## src/rtl/bdma_pkg.sv

```systemverilog
package bdma_pkg;
  localparam int WORD_W = 24;
  localparam int BYTE_W = 8;

  typedef enum logic [1:0] {
    FMT_PM24 = 2'd0,
    FMT_DM16 = 2'd1,
    FMT_DMHI = 2'd2,
    FMT_DMLO = 2'd3
  } fmt_e;

  typedef enum logic [1:0] {
    ST_IDLE = 2'd0,
    ST_IRD  = 2'd1,
    ST_EXT  = 2'd2,
    ST_IWR  = 2'd3
  } st_e;

  function automatic logic [1:0] bytes_per_word(fmt_e f);
    case (f)
      FMT_PM24: return 2'd3;
      FMT_DM16: return 2'd2;
      default:  return 2'd1;
    endcase
  endfunction

  // lane 2 = bits 23:16, lane 1 = bits 15:8, lane 0 = bits 7:0
  function automatic logic [1:0] lane_of(fmt_e f, logic [1:0] idx);
    case (f)
      FMT_PM24: return 2'd2 - idx;
      FMT_DM16: return 2'd1 - idx;
      FMT_DMHI: return 2'd1;
      default:  return 2'd0;
    endcase
  endfunction

  function automatic logic [WORD_W-1:0] put_byte(logic [WORD_W-1:0] w, fmt_e f,
                                                 logic [1:0] idx, logic [BYTE_W-1:0] b);
    logic [WORD_W-1:0] r;
    r = w;
    case (lane_of(f, idx))
      2'd2:    r[23:16] = b;
      2'd1:    r[15:8]  = b;
      default: r[7:0]   = b;
    endcase
    return r;
  endfunction

  function automatic logic [BYTE_W-1:0] get_byte(logic [WORD_W-1:0] w, fmt_e f,
                                                 logic [1:0] idx);
    case (lane_of(f, idx))
      2'd2:    return w[23:16];
      2'd1:    return w[15:8];
      default: return w[7:0];
    endcase
  endfunction
endpackage

```

## src/rtl/bdma_regs.sv

```systemverilog
module bdma_regs
  import bdma_pkg::*;
#(
  parameter int INT_AW     = 14,
  parameter int PAGE_W     = 8,
  parameter int OFF_W      = 14,
  parameter int CNT_W      = 14,
  parameter int BOOT_WORDS = 32,
  localparam int EXT_AW    = PAGE_W + OFF_W
) (
  input  logic              clk,
  input  logic              rst_n,
  input  logic              boot_mode,
  input  logic              wr_en,
  input  logic [1:0]        wr_sel,
  input  logic [15:0]       wr_data,
  input  logic [1:0]        rd_sel,
  output logic [15:0]       rd_data,
  input  logic              ext_step,
  input  logic              int_step,
  input  logic              cnt_step,
  output logic [INT_AW-1:0] int_addr,
  output logic [EXT_AW-1:0] ext_addr,
  output fmt_e              fmt,
  output logic              dir,
  output logic              ctx,
  output logic              busy,
  output logic              last_word,
  output logic              done_pulse,
  output logic              restart_pulse
);
  logic [PAGE_W-1:0] page_q;
  logic [OFF_W-1:0]  off_q;
  logic [CNT_W-1:0]  cnt_q;
  logic              wr_ok;
  logic [CNT_W-1:0]  cnt_wr;

  assign wr_ok     = wr_en && !busy;
  assign cnt_wr    = wr_data[CNT_W-1:0];
  assign ext_addr  = {page_q, off_q};
  assign last_word = (cnt_q == CNT_W'(1));

  always_ff @(posedge clk) begin
    if (!rst_n) begin
      page_q        <= '0;
      off_q         <= '0;
      int_addr      <= '0;
      fmt           <= FMT_PM24;
      dir           <= 1'b0;
      ctx           <= boot_mode;
      cnt_q         <= boot_mode ? CNT_W'(BOOT_WORDS) : '0;
      busy          <= boot_mode;
      done_pulse    <= 1'b0;
      restart_pulse <= 1'b0;
    end else begin
      done_pulse    <= 1'b0;
      restart_pulse <= 1'b0;
      if (wr_ok) begin
        case (wr_sel)
          2'd0: int_addr <= wr_data[INT_AW-1:0];
          2'd1: begin
            fmt    <= fmt_e'(wr_data[1:0]);
            dir    <= wr_data[2];
            ctx    <= wr_data[3];
            page_q <= wr_data[4 +: PAGE_W];
          end
          2'd2: off_q <= wr_data[OFF_W-1:0];
          default: begin
            if (cnt_wr != '0) begin
              cnt_q <= cnt_wr;
              busy  <= 1'b1;
            end
          end
        endcase
      end
      if (ext_step) {page_q, off_q} <= {page_q, off_q} + EXT_AW'(1);
      if (int_step) int_addr <= int_addr + INT_AW'(1);
      if (cnt_step) begin
        cnt_q <= cnt_q - CNT_W'(1);
        if (last_word) begin
          busy          <= 1'b0;
          done_pulse    <= 1'b1;
          restart_pulse <= ctx;
        end
      end
    end
  end

  always_comb begin
    rd_data = '0;
    case (rd_sel)
      2'd0: rd_data[INT_AW-1:0] = int_addr;
      2'd1: begin
        rd_data[1:0]          = fmt;
        rd_data[2]            = dir;
        rd_data[3]            = ctx;
        rd_data[4 +: PAGE_W]  = page_q;
        rd_data[15]           = busy;
      end
      2'd2: rd_data[OFF_W-1:0] = off_q;
      default: rd_data[CNT_W-1:0] = cnt_q;
    endcase
  end
endmodule

```

## src/rtl/bdma_wordbuf.sv

```systemverilog
module bdma_wordbuf
  import bdma_pkg::*;
(
  input  logic              clk,
  input  logic              rst_n,
  input  fmt_e              fmt,
  input  logic              clr,
  input  logic              ld_word,
  input  logic [WORD_W-1:0] word_in,
  input  logic              put,
  input  logic [BYTE_W-1:0] byte_in,
  input  logic              adv,
  output logic [WORD_W-1:0] word,
  output logic [BYTE_W-1:0] cur_byte,
  output logic              last_byte
);
  logic [1:0] idx;

  assign cur_byte  = get_byte(word, fmt, idx);
  assign last_byte = (idx == bytes_per_word(fmt) - 2'd1);

  always_ff @(posedge clk) begin
    if (!rst_n || clr) begin
      word <= '0;
      idx  <= '0;
    end else if (ld_word) begin
      word <= word_in;
      idx  <= '0;
    end else begin
      if (put) word <= put_byte(word, fmt, idx, byte_in);
      if (adv) idx <= idx + 2'd1;
    end
  end
endmodule

```

## src/rtl/bdma_engine.sv

```systemverilog
module bdma_engine
  import bdma_pkg::*;
(
  input  logic              clk,
  input  logic              rst_n,
  input  logic              busy,
  input  logic              last_word,
  input  fmt_e              fmt,
  input  logic              dir,
  input  logic              core_ext_req,
  input  logic              ext_ack,
  input  logic [BYTE_W-1:0] ext_rdata,
  input  logic              int_gnt,
  input  logic [WORD_W-1:0] int_rdata,
  output logic              ext_req,
  output logic              ext_we,
  output logic [BYTE_W-1:0] ext_wdata,
  output logic              int_req,
  output logic              int_we,
  output logic [WORD_W-1:0] int_wdata,
  output logic              ext_step,
  output logic              int_step,
  output logic              cnt_step
);
  st_e  st, nxt;
  logic clr, ld_word, put, adv, last_byte;

  bdma_wordbuf u_buf (
    .clk      (clk),
    .rst_n    (rst_n),
    .fmt      (fmt),
    .clr      (clr),
    .ld_word  (ld_word),
    .word_in  (int_rdata),
    .put      (put),
    .byte_in  (ext_rdata),
    .adv      (adv),
    .word     (int_wdata),
    .cur_byte (ext_wdata),
    .last_byte(last_byte)
  );

  always_comb begin
    nxt      = st;
    clr      = 1'b0;
    ld_word  = 1'b0;
    put      = 1'b0;
    adv      = 1'b0;
    ext_req  = 1'b0;
    ext_we   = 1'b0;
    int_req  = 1'b0;
    int_we   = 1'b0;
    ext_step = 1'b0;
    int_step = 1'b0;
    cnt_step = 1'b0;
    case (st)
      ST_IDLE: begin
        clr = 1'b1;
        if (busy) nxt = dir ? ST_IRD : ST_EXT;
      end
      ST_IRD: begin
        int_req = 1'b1;
        if (int_gnt) begin
          int_step = 1'b1;
          ld_word  = 1'b1;
          nxt      = ST_EXT;
        end
      end
      ST_EXT: begin
        ext_req = !core_ext_req;
        ext_we  = dir;
        if (ext_req && ext_ack) begin
          ext_step = 1'b1;
          put      = !dir;
          adv      = 1'b1;
          if (last_byte) begin
            if (dir) begin
              cnt_step = 1'b1;
              nxt      = last_word ? ST_IDLE : ST_IRD;
            end else begin
              nxt = ST_IWR;
            end
          end
        end
      end
      default: begin
        int_req = 1'b1;
        int_we  = 1'b1;
        if (int_gnt) begin
          int_step = 1'b1;
          cnt_step = 1'b1;
          clr      = 1'b1;
          nxt      = last_word ? ST_IDLE : ST_EXT;
        end
      end
    endcase
  end

  always_ff @(posedge clk) begin
    if (!rst_n) st <= ST_IDLE;
    else        st <= nxt;
  end
endmodule

```

## src/rtl/bdma_ctrl.sv

```systemverilog
module bdma_ctrl
  import bdma_pkg::*;
#(
  parameter int INT_AW     = 14,
  parameter int PAGE_W     = 8,
  parameter int OFF_W      = 14,
  parameter int CNT_W      = 14,
  parameter int BOOT_WORDS = 32,
  localparam int EXT_AW    = PAGE_W + OFF_W
) (
  input  logic              clk,
  input  logic              rst_n,
  input  logic              boot_mode,
  input  logic              reg_we,
  input  logic [1:0]        reg_wsel,
  input  logic [15:0]       reg_wdata,
  input  logic [1:0]        reg_rsel,
  output logic [15:0]       reg_rdata,
  input  logic              core_ext_req,
  output logic              ext_req,
  output logic              ext_we,
  output logic [EXT_AW-1:0] ext_addr,
  output logic [7:0]        ext_wdata,
  input  logic [7:0]        ext_rdata,
  input  logic              ext_ack,
  output logic              int_req,
  output logic              int_we,
  output logic              int_pm,
  output logic [INT_AW-1:0] int_addr,
  output logic [23:0]       int_wdata,
  input  logic [23:0]       int_rdata,
  input  logic              int_gnt,
  output logic              core_halt,
  output logic              core_restart,
  output logic              done_irq
);
  fmt_e fmt;
  logic dir, ctx, busy, last_word;
  logic ext_step, int_step, cnt_step;

  bdma_regs #(
    .INT_AW(INT_AW), .PAGE_W(PAGE_W), .OFF_W(OFF_W),
    .CNT_W(CNT_W), .BOOT_WORDS(BOOT_WORDS)
  ) u_regs (
    .clk          (clk),
    .rst_n        (rst_n),
    .boot_mode    (boot_mode),
    .wr_en        (reg_we),
    .wr_sel       (reg_wsel),
    .wr_data      (reg_wdata),
    .rd_sel       (reg_rsel),
    .rd_data      (reg_rdata),
    .ext_step     (ext_step),
    .int_step     (int_step),
    .cnt_step     (cnt_step),
    .int_addr     (int_addr),
    .ext_addr     (ext_addr),
    .fmt          (fmt),
    .dir          (dir),
    .ctx          (ctx),
    .busy         (busy),
    .last_word    (last_word),
    .done_pulse   (done_irq),
    .restart_pulse(core_restart)
  );

  bdma_engine u_eng (
    .clk         (clk),
    .rst_n       (rst_n),
    .busy        (busy),
    .last_word   (last_word),
    .fmt         (fmt),
    .dir         (dir),
    .core_ext_req(core_ext_req),
    .ext_ack     (ext_ack),
    .ext_rdata   (ext_rdata),
    .int_gnt     (int_gnt),
    .int_rdata   (int_rdata),
    .ext_req     (ext_req),
    .ext_we      (ext_we),
    .ext_wdata   (ext_wdata),
    .int_req     (int_req),
    .int_we      (int_we),
    .int_wdata   (int_wdata),
    .ext_step    (ext_step),
    .int_step    (int_step),
    .cnt_step    (cnt_step)
  );

  assign int_pm    = (fmt == FMT_PM24);
  assign core_halt = busy && ctx;
endmodule

```

## config.mk

```make
export PLATFORM = sky130hd
export DESIGN_NAME = bdma_ctrl
export DESIGN_NICKNAME = d
export VERILOG_FILES = /design/src/rtl/bdma_pkg.sv /design/src/rtl/bdma_regs.sv /design/src/rtl/bdma_wordbuf.sv /design/src/rtl/bdma_engine.sv /design/src/rtl/bdma_ctrl.sv
export SDC_FILE = /design/constraint.sdc
export NUM_CORES = 1
export LEC_CHECK = 0
export ABC_AREA = 1
export BUFFER_PORTS_ARGS = -buffer_cell sky130_fd_sc_hd__buf_2
export CORE_MARGIN = 1
export CORE_UTILIZATION = 50
export DETAILED_ROUTE_END_ITERATION = 10
export MAX_ROUTING_LAYER = met4
export PLACE_DENSITY_LB_ADDON = 0.2
export REMOVE_ABC_BUFFERS = 1
export SLEW_MARGIN = 25
export SYNTH_ARGS = -nofsm -noshare
export SYNTH_HDL_FRONTEND = slang
export SYNTH_HIERARCHICAL = 1
export SYNTH_SLANG_ARGS = --single-unit
export TNS_END_PERCENT = 5
```

## constraint.sdc

```tcl
create_clock -name clk -period 4.08 [get_ports clk]
set_input_delay 0.816 -clock clk [delete_from_list [all_inputs] [get_ports clk]]
set_output_delay 0.816 -clock clk [all_outputs]
set_load 0.1 [all_outputs]
```

Word-level counts from Yosys, hierarchy flattened
Cells that the tools add are included.
- equal/unequal tests: 24
- add/sub/neg operators: 7
- mux-type cells: 65
- reduce and logical (&&, ||, !) cells: 41
- operator list (cell ; number):
    $mux W14 ; 11
    $mux W24 ; 2
    $mux W8 ; 6
    $pmux W12 S3 ; 1
    $mux W1 ; 26
    $add A22 B1 Y22 const B ; 1
    $mux W2 ; 11
    $pmux W2 S3 ; 3
    $reduce_and A2 Y1 ; 9
    $pmux W8 S2 ; 1
    $reduce_bool A2 Y1 ; 8
    $add A14 B1 Y14 const B ; 1
    $eq A14 B1 Y1 const B ; 1
    $reduce_bool A14 Y1 ; 1
    $sub A14 B1 Y14 const B ; 1
    $eq A2 B1 Y1 const B ; 6
    $eq A2 B2 Y1 const B ; 6
    $ne A2 B1 Y1 const B ; 5
    $reduce_or A2 Y1 ; 5
    $logic_not A2 Y1 ; 4
    $mux W6 ; 1
    $ne A3 B1 Y1 const B ; 2
    $reduce_and A3 Y1 ; 2
    $reduce_or A3 Y1 ; 2
    14 further kinds ; 21
- flip-flop bits (word level): 85
- word-level logic and storage cells: 152

Logic depth before layout (Yosys ltp)
- depth after elaboration: 12
- mapped depth: 14

Cells and area by module
The synthesis kept the hierarchy.
- modules (own cells, without submodules) (module ; cells each ; times used ; area an instance (sq um) ; seq. area each (sq um)):
    bdma_regs ; 624 ; 1 ; 3996.3 ; 1291.2
    bdma_wordbuf ; 248 ; 1 ; 1519.0 ; 520.5
    bdma_engine ; 43 ; 1 ; 227.7 ; 40.0
    bdma_ctrl ; 3 ; 1 ; 11.3 ; 0.0

Worst setup path after synthesis
OpenSTA, ideal clock, no wires.
- path type: input to output
- start point: input port reg_rsel[0]
- end point: output port reg_rdata[0]
- setup slack: 0.186 ns
- stages on the path: 2
- data arrival time: 3.078 ns
- buffers on the path: 0
- required time: 3.264 ns
- cells stage by stage: nand2_1 o21ai_0
- cells in the longest elaborated chain, start to end: 2
- RTL lines (item ; RTL line ; source):
    start: declaration ; bdma_ctrl.sv:17 ; input logic [1:0] reg_rsel,
    $eq A2 B2 Y1, or another cell as far along ; bdma_regs.sv:91 ; case (rd_sel)
    $pmux W12 S3 * ; bdma_regs.sv:91 ;
    end: declaration ; bdma_ctrl.sv:18 ; output logic [15:0] reg_rdata,
Mark *: on every way between the ends. The rest lies on a longest branch, timed or not.

Worst setup path after layout
- start point: register u_regs.fmt[0]
- end point: output port ext_wdata[1]
- cells in the longest elaborated chain, start to end: 4
- RTL lines (item ; RTL line ; source):
    start: declaration ; bdma_regs.sv:24 ; output fmt_e fmt,
    start signal: assignment ; bdma_regs.sv:62 ; fmt <= fmt_e'(wr_data[1:0]);
    $eq A2 B2 Y1, or another cell as far along ; bdma_pkg.sv:29 ; case (f)
    $pmux W2 S3 * ; bdma_pkg.sv:29 ;
    $eq A2 B1 Y1 or $eq A2 B2 Y1 (tied branches) ; bdma_pkg.sv:51 ; case (lane_of(f, idx))
    $pmux W8 S2 * ; bdma_pkg.sv:51 ;
    end: declaration ; bdma_ctrl.sv:23 ; output logic [7:0] ext_wdata,
Marked as above.

==> impl_summary.txt <==
----------------------------------------------------
[Status]
  Result of the run ... completed

[Setup path]
  Kind of end point of the critical path ... output pin
  WS Path Type ... register to output pin
  Register-to-register setup slack ... 1500 ps
  Crit-path max FO ... 18
  Required time at the worst-slack endpoint ... 3260 ps
  Source of the critical timing path ... u_regs/fmt[0]$_SDFFE_PN0P_
  Beginning of the worst register-to-register path ... u_regs/fmt[0]$_SDFFE_PN0P_
  Worst EP arrival ... 2600 ps
  Sort of element at the start of the critical path ... register

[Cells and area]
  Final antenna diode count ... 0
  Synthesis-to-layout area growth ... 18.5%
  Core occupancy in the finished layout ... 61.8%
  Number of fillers in the final layout ... 1113
  Fraction of final layout cells sized beyond drive strength 1 ... 19.8%
  Count of nets after finishing ... 1118

[CTS]
  Number of buffers inserted to repair setup after CTS ... 0
  Depth of the CTS H-tree ... 3
  Num Clock Sinks ... 85
  Clock slew at reported path FFs ... 60 ps
  Quantity of gates resized following cts ... 0
  Count of hold-fix buffers inserted at cts ... 0
  Root buffer cell ... sky130_fd_sc_hd__clkbuf_16
  TritonCTS Buffers ... 9
  Source-to-sink clock delay at the later pin of the worst-skew pair ... 350 ps
  CTS max path bufs ... 2
  TritonCTS clock tree ... built

[Floorplanning]
  Core outline area ... 0.0110 mm²
  Die area ... 0.0119 mm²
  Height of the die ... 109 µm
  Site Rows ... 38
  Horizontal die dimension ... 109 µm
  Starting density of the core ... 52.2%
  Top Ports ... 151

[Yosys]
  Synthesized area divided by synthesized cell count ... 6.27 µm²
  Count leader, synth ... sky130_fd_sc_hd__nand2_1
  Number of enable-type register cells in the synthesized netlist ... 15
  Yosys synthesis warning count ... 6
  Part of the Yosys area used for sequential elements ... 32.2%
  Number of instances in the synthesized netlist ... 918
  Number of synthesized register bits ... 85
  Leading cell types by count after synthesis ... 274 x sky130_fd_sc_hd__nand2_1, 112 x sky130_fd_sc_hd__inv_1, 85 x sky130_fd_sc_hd__nor2_1
  Cells taking the most area after synthesis ... sky130_fd_sc_hd__dfxtp_1 24%, sky130_fd_sc_hd__nand2_1 18%, sky130_fd_sc_hd__edfxtp_1 7.8%
  Main synth FF type ... sky130_fd_sc_hd__dfxtp_1
  Share of the synthesized area in the top cell type ... 24.4%
  Count of unique library cells instantiated by Yosys ... 44
  Largest area contributor in the netlist ... sky130_fd_sc_hd__dfxtp_1
  Cell area after synthesis ... 0.00575 mm²
  Share of synthesized flip-flops with an asynchronous set or reset ... 0%

[Timing]
  Setup TNS ... 0 ps
  Clock tree skew after final layout ... 6.50 ps
  Min cycle time layout ... 3410 ps
  Least setup slack across all paths after layout ... 666 ps
  Share of the clock period used by the worst path after layout ... 83.7%
  Final Hold Viols ... 0
  Fmax ... 293 MHz
  Slew Limit Headroom ... 51.8%
  Setup repair after global routing missed its margin ... no
  Slew at the pin closest to its max-slew limit ... 722 ps
  Number of max-slew violations in the final report ... 0
  Final setup vio count ... 0

[Power]
  Final Total Pwr ... 2590 µW
  Maximum vdd drop ... 0.273 mV
  Reported leakage power ... 0.00310 µW
  Power Dens Cells ... 380 mW/mm²

[Routing]
  Number of DRC violations after detailed routing ... 0
  DR pass1 iterations ... 6
  WL/cell ... 16.2 µm
  Final wirelength ... 19400 µm
  Vias after detailed routing ... 6783
  Number of DRC violations after detailed-routing iteration 0 ... 819
  Final antenna-violating net count ... 0
  Via density per instance ... 5.66

[Min path]
  Worst min path class ... register to register
  Worst hold path startpoint ... u_eng/u_buf/word[20]$_SDFFE_PP0P_

[Placed design]
  Total of buffers placed on input and output ports ... 147
  Post-placement setup slack ... 1040 ps
  GPL Wtd Cong ... 0.924
  Final HPWL from detailed placement ... 14100 µm

[Global route]
  Initial antenna violation count ... 0
  Total Routing Usage GR ... 33.9%
  Total grt overflow ... 0
  Pin count of the biggest net entering global routing ... 35
  Wire length of the first global-routing pass ... 29900 µm
  Via count of the first global-routing pass ... 5781

[Flow run]
  Number of max-cap violations ... 0

----------------------------------------------------
report_power, final:
part           switching [µW]  internal [µW]  leakage (µW)
sequential               56.2            897      0.000721
combinational             692            156       0.00224
clock                     356            432      0.000140
total                    1100           1490       0.00310
registers in the layout, summed over array words and instances (netlist names), 2 cells and up:
signal,flops
u_regs/cnt_q,14
u_regs/fmt,2
u_eng/st,2
u_regs/int_addr,14
u_regs/off_q,14
u_eng/u_buf/word,24
u_regs/page_q,8
u_eng/u_buf/idx,2
stage by stage:
step / hold slack [ps] / cell area [µm²] / std cells
2_1_floorplan: 524 / 5600 / 891
3_3_place_gp: 492 / 6540 / 1182
3_5_place_dp: 493 / 6540 / 1182
4_1_cts: 503 / 6820 / 1198
5_1_grt: 520 / 6820 / 1198
6_report: 501 / 6820 / 1198
cells in the final DEF (no fill, tap or decap), drive strengths merged:
cell type,n
o21bai,2
ha,6
o221a,1
a22o,1
a22oi,11
a31oi,7
or2,2
and3,1
xor2,9
nand3,78
o2111ai,2
nand2,285
o221ai,2
o21ai,57
nand4,9
nor4,1
buf,151
o22ai,18
a21oi,72
edfxtp,15
nand3b,1
a221oi,4
nor2,101
conb,1
inv,120
o31ai,1
nor3,7
o211ai,5
clkbuf,11
clkinv,6
xnor2,1
dfxtp,70
cells by family after synthesis:
family	share of synthesized area, %
AOI/OAI and AO/OA	18.2
xor gates and xnor gates	1.52
adders and majority gates	1.30
buffers and inverters	10.7
DFF	32.2
other	0.0652
and+or+nand+nor	36.1
worst max-delay path, cell delays in order, from the launching register on:
cell and delay (ps):
sky130_fd_sc_hd__dfxtp_1 390, sky130_fd_sc_hd__nor2_1 220, sky130_fd_sc_hd__nand3_1 100, sky130_fd_sc_hd__nand2_1 80, sky130_fd_sc_hd__inv_1 40, sky130_fd_sc_hd__ha_1 670
sky130_fd_sc_hd__a21oi_1 80, sky130_fd_sc_hd__a22oi_1 200, sky130_fd_sc_hd__buf_2 470
layout make-up:
cell class | count | area [µm²] | share of cell area, %
inverters | 121 | 457 | 6.70
flip-flops and latches | 85 | 1850 | 27.2
multi-input cells | 685 | 3290 | 48.3
well taps | 140 | 175 | 2.57
repair buffers | 151 | 766 | 11.2
clock buffers | 11 | 243 | 3.56
clock inverters | 5 | 36.3 | 0.532
layer usage:
metal	vias to the layer above	part of all wire [%]	GRT usage, %
met5	-	0	-
met4	0	3.0	13.1
met3	54	12	7.65
met2	443	44	49.3
met1	3015	41	45.4
li1	3271	-	-
path summary, 6_finish.rpt:
kind / cells past startpoint / endpoint
max reg2reg: 10 / u_regs/cnt_q[7]$_SDFFCE_PN0P_
min: 2 / u_eng/u_buf/word[20]$_SDFFE_PP0P_
max: 8 / ext_wdata[1]
min reg2reg: 2 / u_eng/u_buf/word[20]$_SDFFE_PP0P_
(Power assumes the default switching activity.)
